===== config.mk =====
export PLATFORM = sky130hd
export DESIGN_NAME = dram_refresh_sched
export DESIGN_NICKNAME = d
export VERILOG_FILES = /design/src/rtl/refsched_pkg.sv /design/src/rtl/refsched_timer.sv /design/src/rtl/refsched_rowctr.sv /design/src/rtl/refsched_ctrl.sv /design/src/rtl/dram_refresh_sched.sv
export SDC_FILE = /design/constraint.sdc
export NUM_CORES = 1
export LEC_CHECK = 0
export ABC_AREA = 1
export BUFFER_PORTS_ARGS = -buffer_cell sky130_fd_sc_hd__clkbuf_2
export CORE_MARGIN = 8
export CORE_UTILIZATION = 59
export DETAILED_ROUTE_END_ITERATION = 8
export GPL_TIMING_DRIVEN = 0
export PLACE_DENSITY = 0.82
export SLEW_MARGIN = 30
export SYNTH_ARGS = -nofsm -noshare
export SYNTH_HDL_FRONTEND = slang
export SYNTH_SLANG_ARGS = --single-unit

===== constraint.sdc =====
create_clock -name clk -period 2.83 [get_ports clk]
set_clock_uncertainty 0.05 [all_clocks]
set_input_delay 0.566 -clock clk [delete_from_list [all_inputs] [get_ports clk]]
set_output_delay 0.566 -clock clk [all_outputs]
set_load 0.01 [all_outputs]

===== src/rtl/refsched_pkg.sv =====
package refsched_pkg;

   typedef enum logic [1:0] {
      ST_IDLE = 2'd0,
      ST_WAIT = 2'd1,
      ST_REFR = 2'd2
   } refsched_state_e;

   // Clock cycles between row refreshes, rounded down so no row is late.
   function automatic longint calc_interval(longint clk_hz, longint retain_us, longint rows);
      return (clk_hz * retain_us) / (rows * 64'd1000000);
   endfunction

endpackage


===== src/rtl/refsched_timer.sv =====
module refsched_timer #(
   parameter int INTERVAL = 976
) (
   input  logic clk,
   input  logic rst_n,
   output logic tick
);
   localparam int CNT_W = $clog2(INTERVAL + 1);
   localparam logic [CNT_W-1:0] RELOAD = CNT_W'(INTERVAL - 1);

   logic [CNT_W-1:0] cnt;

   assign tick = (cnt == '0);

   always_ff @(posedge clk) begin
      if (!rst_n) begin
         cnt <= RELOAD;
      end else if (tick) begin
         cnt <= RELOAD;
      end else begin
         cnt <= cnt - 1'b1;
      end
   end

   // the counter never leaves its range
   p_cnt_range_r2: assert property (@(posedge clk) disable iff (!rst_n) cnt <= RELOAD);

endmodule


===== src/rtl/refsched_rowctr.sv =====
module refsched_rowctr #(
   parameter int ROWS  = 8192,
   parameter int ROW_W = 13
) (
   input  logic             clk,
   input  logic             rst_n,
   input  logic             adv,
   output logic [ROW_W-1:0] row
);
   localparam logic [ROW_W-1:0] LAST = ROW_W'(ROWS - 1);
   localparam bit POW2 = ((ROWS & (ROWS - 1)) == 0);

   logic [ROW_W-1:0] row_nxt;

   generate
      if (POW2) begin : g_wrap_pow2
         assign row_nxt = row + 1'b1;
      end else begin : g_wrap_cmp
         assign row_nxt = (row == LAST) ? '0 : row + 1'b1;
      end
   endgenerate

   always_ff @(posedge clk) begin
      if (!rst_n) begin
         row <= '0;
      end else if (adv) begin
         row <= row_nxt;
      end
   end

   // the last row is followed by row 0
   p_row_wrap_r3: assert property (@(posedge clk) disable iff (!rst_n)
      (adv && row == LAST) |=> row == '0);
   // outside a refresh end the row holds
   p_row_hold_r3: assert property (@(posedge clk) disable iff (!rst_n)
      !adv |=> $stable(row));

endmodule


===== src/rtl/refsched_ctrl.sv =====
module refsched_ctrl
   import refsched_pkg::*;
#(
   parameter int REF_CYCLES = 4
) (
   input  logic clk,
   input  logic rst_n,
   input  logic tick,
   input  logic in_flight,
   output logic idle,
   output logic ref_active,
   output logic ref_strobe,
   output logic ref_done
);
   localparam int RC_W = $clog2(REF_CYCLES) + 1;
   localparam logic [RC_W-1:0] RC_TOP = RC_W'(REF_CYCLES - 1);

   refsched_state_e state;
   logic [RC_W-1:0] rcnt;

   always_ff @(posedge clk) begin
      if (!rst_n) begin
         state <= ST_IDLE;
         rcnt  <= '0;
      end else begin
         unique case (state)
            ST_IDLE: if (tick) state <= ST_WAIT;
            ST_WAIT: if (!in_flight) begin
               state <= ST_REFR;
               rcnt  <= RC_TOP;
            end
            ST_REFR: if (rcnt == '0) state <= ST_IDLE;
                     else            rcnt  <= rcnt - 1'b1;
            default: state <= ST_IDLE;
         endcase
      end
   end

   assign idle       = (state == ST_IDLE);
   assign ref_active = (state == ST_REFR);
   assign ref_strobe = ref_active && (rcnt == RC_TOP);
   assign ref_done   = ref_active && (rcnt == '0);

   // a refresh never overruns into the next due point
   p_no_overrun_r7: assert property (@(posedge clk) disable iff (!rst_n) tick |-> idle);
   // a due refresh holds off while an access is in flight
   p_defer_r5: assert property (@(posedge clk) disable iff (!rst_n)
      (state == ST_WAIT && in_flight) |=> (state == ST_WAIT));
   // a refresh always opens with the strobe
   p_open_strobe_r4: assert property (@(posedge clk) disable iff (!rst_n)
      $rose(ref_active) |-> ref_strobe);

endmodule


===== src/rtl/dram_refresh_sched.sv =====
module dram_refresh_sched
   import refsched_pkg::*;
#(
   parameter int CLK_FREQ_HZ = 125_000_000,
   parameter int RETAIN_US   = 64_000,
   parameter int ROWS        = 8192,
   parameter int REF_CYCLES  = 4,
   parameter int MAX_ACCESS  = 16,
   parameter int ROW_W       = (ROWS > 1) ? $clog2(ROWS) : 1
) (
   input  logic             clk,
   input  logic             rst_n,
   input  logic             req_valid,
   output logic             req_ready,
   input  logic             acc_busy,
   output logic             ref_strobe,
   output logic             ref_active,
   output logic [ROW_W-1:0] ref_row
);
   localparam longint INTERVAL_L = calc_interval(CLK_FREQ_HZ, RETAIN_US, ROWS);
   localparam int     INTERVAL   = int'(INTERVAL_L);

   generate
      if (ROWS < 2) begin : g_chk_rows
         $error("ROWS must be at least 2");
      end
      if (REF_CYCLES < 1) begin : g_chk_ref
         $error("REF_CYCLES must be at least 1");
      end
      if (INTERVAL_L < longint'(MAX_ACCESS + REF_CYCLES + 3)) begin : g_chk_int
         $error("refresh interval too short for worst-case access plus refresh");
      end
      if (ROW_W < $clog2(ROWS)) begin : g_chk_w
         $error("ROW_W too narrow for ROWS");
      end
   endgenerate

   logic tick, idle, ref_done, grant, grant_q, in_flight;

   refsched_timer #(.INTERVAL(INTERVAL)) u_timer (
      .clk(clk), .rst_n(rst_n), .tick(tick)
   );

   refsched_ctrl #(.REF_CYCLES(REF_CYCLES)) u_ctrl (
      .clk(clk), .rst_n(rst_n), .tick(tick), .in_flight(in_flight),
      .idle(idle), .ref_active(ref_active), .ref_strobe(ref_strobe),
      .ref_done(ref_done)
   );

   refsched_rowctr #(.ROWS(ROWS), .ROW_W(ROW_W)) u_rows (
      .clk(clk), .rst_n(rst_n), .adv(ref_done), .row(ref_row)
   );

   assign req_ready = idle;
   assign grant     = req_valid && req_ready;
   assign in_flight = acc_busy || grant_q;

   always_ff @(posedge clk) begin
      if (!rst_n) grant_q <= 1'b0;
      else        grant_q <= grant;
   end

   // no grant while the array is refreshed
   p_no_grant_refresh_r4: assert property (@(posedge clk) disable iff (!rst_n)
      ref_active |-> !req_ready);
   // a refresh never starts on top of an access
   p_strobe_clear_r5: assert property (@(posedge clk) disable iff (!rst_n)
      ref_strobe |-> (!acc_busy && !$past(grant)));
   // a strobe is preceded by a cycle without ready
   p_strobe_after_block_r6: assert property (@(posedge clk) disable iff (!rst_n)
      ref_strobe |-> !$past(req_ready));

endmodule


==> impl_metrics.env <==
export IMPL_antenna_found_initial=0
export IMPL_firstDrtPassIters=4
export IMPL_clock_sinks=29
export IMPL_vias=1268
export IMPL_min_path_type="flip-flop to flip-flop"
export IMPL_tns_ns=0
export IMPL_p_leak_nw=0.689
export IMPL_drc=0
export IMPL_clk_insertion_delay_late_ns=0.32
export IMPL_slew_violations=0
export IMPL_drt_initial_drc_count=98
export IMPL_hold_slack_ns=0.345
export IMPL_fillers=188
export IMPL_cts_hold_buf=0
export IMPL_drt_wirelength_per_cell_um=11.1
export IMPL_cts_buffers=5
export IMPL_wl_um=2710
export IMPL_core_mm2=0.00221
export IMPL_final_hold_viol_count=0
export IMPL_grt_pass1_vias=1256
export IMPL_final_common_cell="nor2_1"
export IMPL_fin_crit_sh_pct=61.2
export IMPL_cts_resized=0
export IMPL_dp_cells=235
export IMPL_grt_overflow_total=0
export IMPL_num_rows=17
export IMPL_critPathArrivalTime_ns=1.11
export IMPL_grt_pass1_wl_um=4950
export IMPL_status="complete, no violations"
export IMPL_yosysUniqueCellTypes=25
export IMPL_grtUsageTotal_pct=14.4
export IMPL_die_area_mm2=0.00416
export IMPL_place_port_buffers=19
export IMPL_crit_type="flip-flop to output port"
export IMPL_syn_to_final_growth_pct=12.9
export IMPL_reg2reg_to="u_rows.row[11]"
export IMPL_worst_pin_slew_ns=0.379
export IMPL_cts_max_level=2
export IMPL_crit_fanout=3
export IMPL_drive_gt1_share_pct=19.1
export IMPL_instances_no_fill=243
export IMPL_ant_nets=0
export IMPL_cts_tree="yes"
export IMPL_fin_nets=223
export IMPL_multi_input_area_um2=713
export IMPL_final_seq_area_um2=581
export IMPL_synthCells=188
export IMPL_crit_path_start="u_ctrl.rcnt[1]"
export IMPL_cts_root_buf="clkbuf_4"
export IMPL_start_util_pct=62.7
export IMPL_postCtsSetupBuffers=0
export IMPL_cap_violations=0
export IMPL_reg2reg_from="u_ctrl.rcnt[0]"
export IMPL_clockBufferDepth=2
export IMPL_rrSetupSlack_ns=1.39
export IMPL_crit_path_end="ref_strobe"
export IMPL_slew_headroom_pct=74.8
export IMPL_synth_seq_cells=29
export IMPL_ys_warn_count=0
export IMPL_io_pins=20
export IMPL_rsz0062_at_grt="false"
export IMPL_crit_required_ns=2.21
export IMPL_grt_max_degree=11
export IMPL_layout_common_cells="nor2_1, nand2_1, dfxtp_1"
export IMPL_die_x_um=64.5
export IMPL_ys_seq_area_share_pct=41.8
export IMPL_setup_viol=0
export IMPL_clock_fmax_mhz=578
export IMPL_critPathLaunchType="flip-flop"
export IMPL_gp_congestion=0.884
export IMPL_clkTransAtPathRegs_ns=0.08
export IMPL_vdd_ir_drop_worst_mv=0.341
export IMPL_endpoint_kind="output port"
export IMPL_r2r_cells=9
export IMPL_dpl_hpwl_um=2120
export IMPL_routed_via_density=5.22
export IMPL_syn_area_mm2=0.00139
export IMPL_fin_crit_ns=1.73
export IMPL_syn_num_nets=197
export IMPL_p_per_area_mw_per_mm2=428
export IMPL_n_antenna_cell=0
export IMPL_die_y_um=64.5
export IMPL_syn_area_per_cell_um2=7.38
==> cell families after synthesis <==
family / Yosys count / share of synthesized area, %
adders and majority gates: 5 / 4.51
and+or+nand+nor: 100 / 35.1
DFF: 29 / 41.8
buffers and inverters: 25 / 6.76
AOI/OAI and AO/OA: 25 / 9.29
xor gates and xnor gates: 4 / 2.53
==> area by class of cell <==
class,instances,area share [%]
clock buffer,8,3.12
sequential,29,37.1
timing repair buffer,19,6.07
tap,28,2.24
multi-input combinational,134,45.5
inverter,24,5.75
buffer,1,0.240
==> per-stage QoR <==
stage / cell area (um^2) / power [W] / utilization (%) / worst slack, ns
6_report: 1570 / 0.000671 / 70.8 / 1.10
5_1_grt: 1570 / 0.000704 / 70.8 / 1.02
4_1_cts: 1570 / 0.000681 / 70.8 / 1.07
3_5_place_dp: 1520 / 0.000447 / 68.6 / 1.32
3_3_place_gp: 1520 / 0.000446 / 68.6 / 1.30
2_1_floorplan: 1390 / 0.000439 / - / 1.53
==> critical path, cell delays in order (launching register included) <==
cell and delay [ns]:
dfxtp_1 0.36, ha_1 0.15, nand2_1 0.05, nor2_1 0.09, clkbuf_2 0.14
==> state kept, by name (all words and copies together) (netlist names) <==
signal,flops
u_ctrl.state,2
u_ctrl.rcnt,3
u_timer.cnt,10
grant_q,1
u_rows.row,13
==> Yosys cell counts, drive strengths merged <==
cell	count	area [um^2]
clkbuf	1	3.75
dfxtp	29	581
xor2	2	17.5
nor2	42	184
ha	5	62.6
a21oi	11	55.1
a31oi	1	6.26
nor3b	2	25.0
nand3	15	85.1
nand2	36	150
or2	1	6.26
xnor2	2	17.5
inv	24	90.1
o21bai	1	7.51
nand3b	1	7.51
nand4	2	18.8
o21ai	12	60.1
nor3	1	10.0
==> report_power, final <==
group          internal, W  switching, W   total, W
registers         0.000412    0.00000257   0.000415
logic           0.00000827     0.0000143  0.0000226
clock network    0.0000989      0.000135   0.000234
==> worst min path at each step <==
stage / endpoint / depth (start not counted) / start
detailed placement: u_timer.cnt[0] / 1 / u_timer.cnt[0]
global placement: u_timer.cnt[0] / 1 / u_timer.cnt[0]
floorplan: u_timer.cnt[0] / 1 / u_timer.cnt[0]
CTS: u_timer.cnt[0] / 1 / u_timer.cnt[0]
global route: u_timer.cnt[0] / 1 / u_timer.cnt[0]
finish: u_timer.cnt[0] / 1 / u_timer.cnt[0]
==> layer usage <==
metal  share of wire (%)  vias up  GRT usage [%]
met5                   0        -              0
met1                  45      580           15.7
met3                 4.6        7           3.95
met4                 2.2        0           8.17
met2                  48       27           24.8
li1                    -      654              -
No activity file was read; power rests on OpenSTA's default activity.
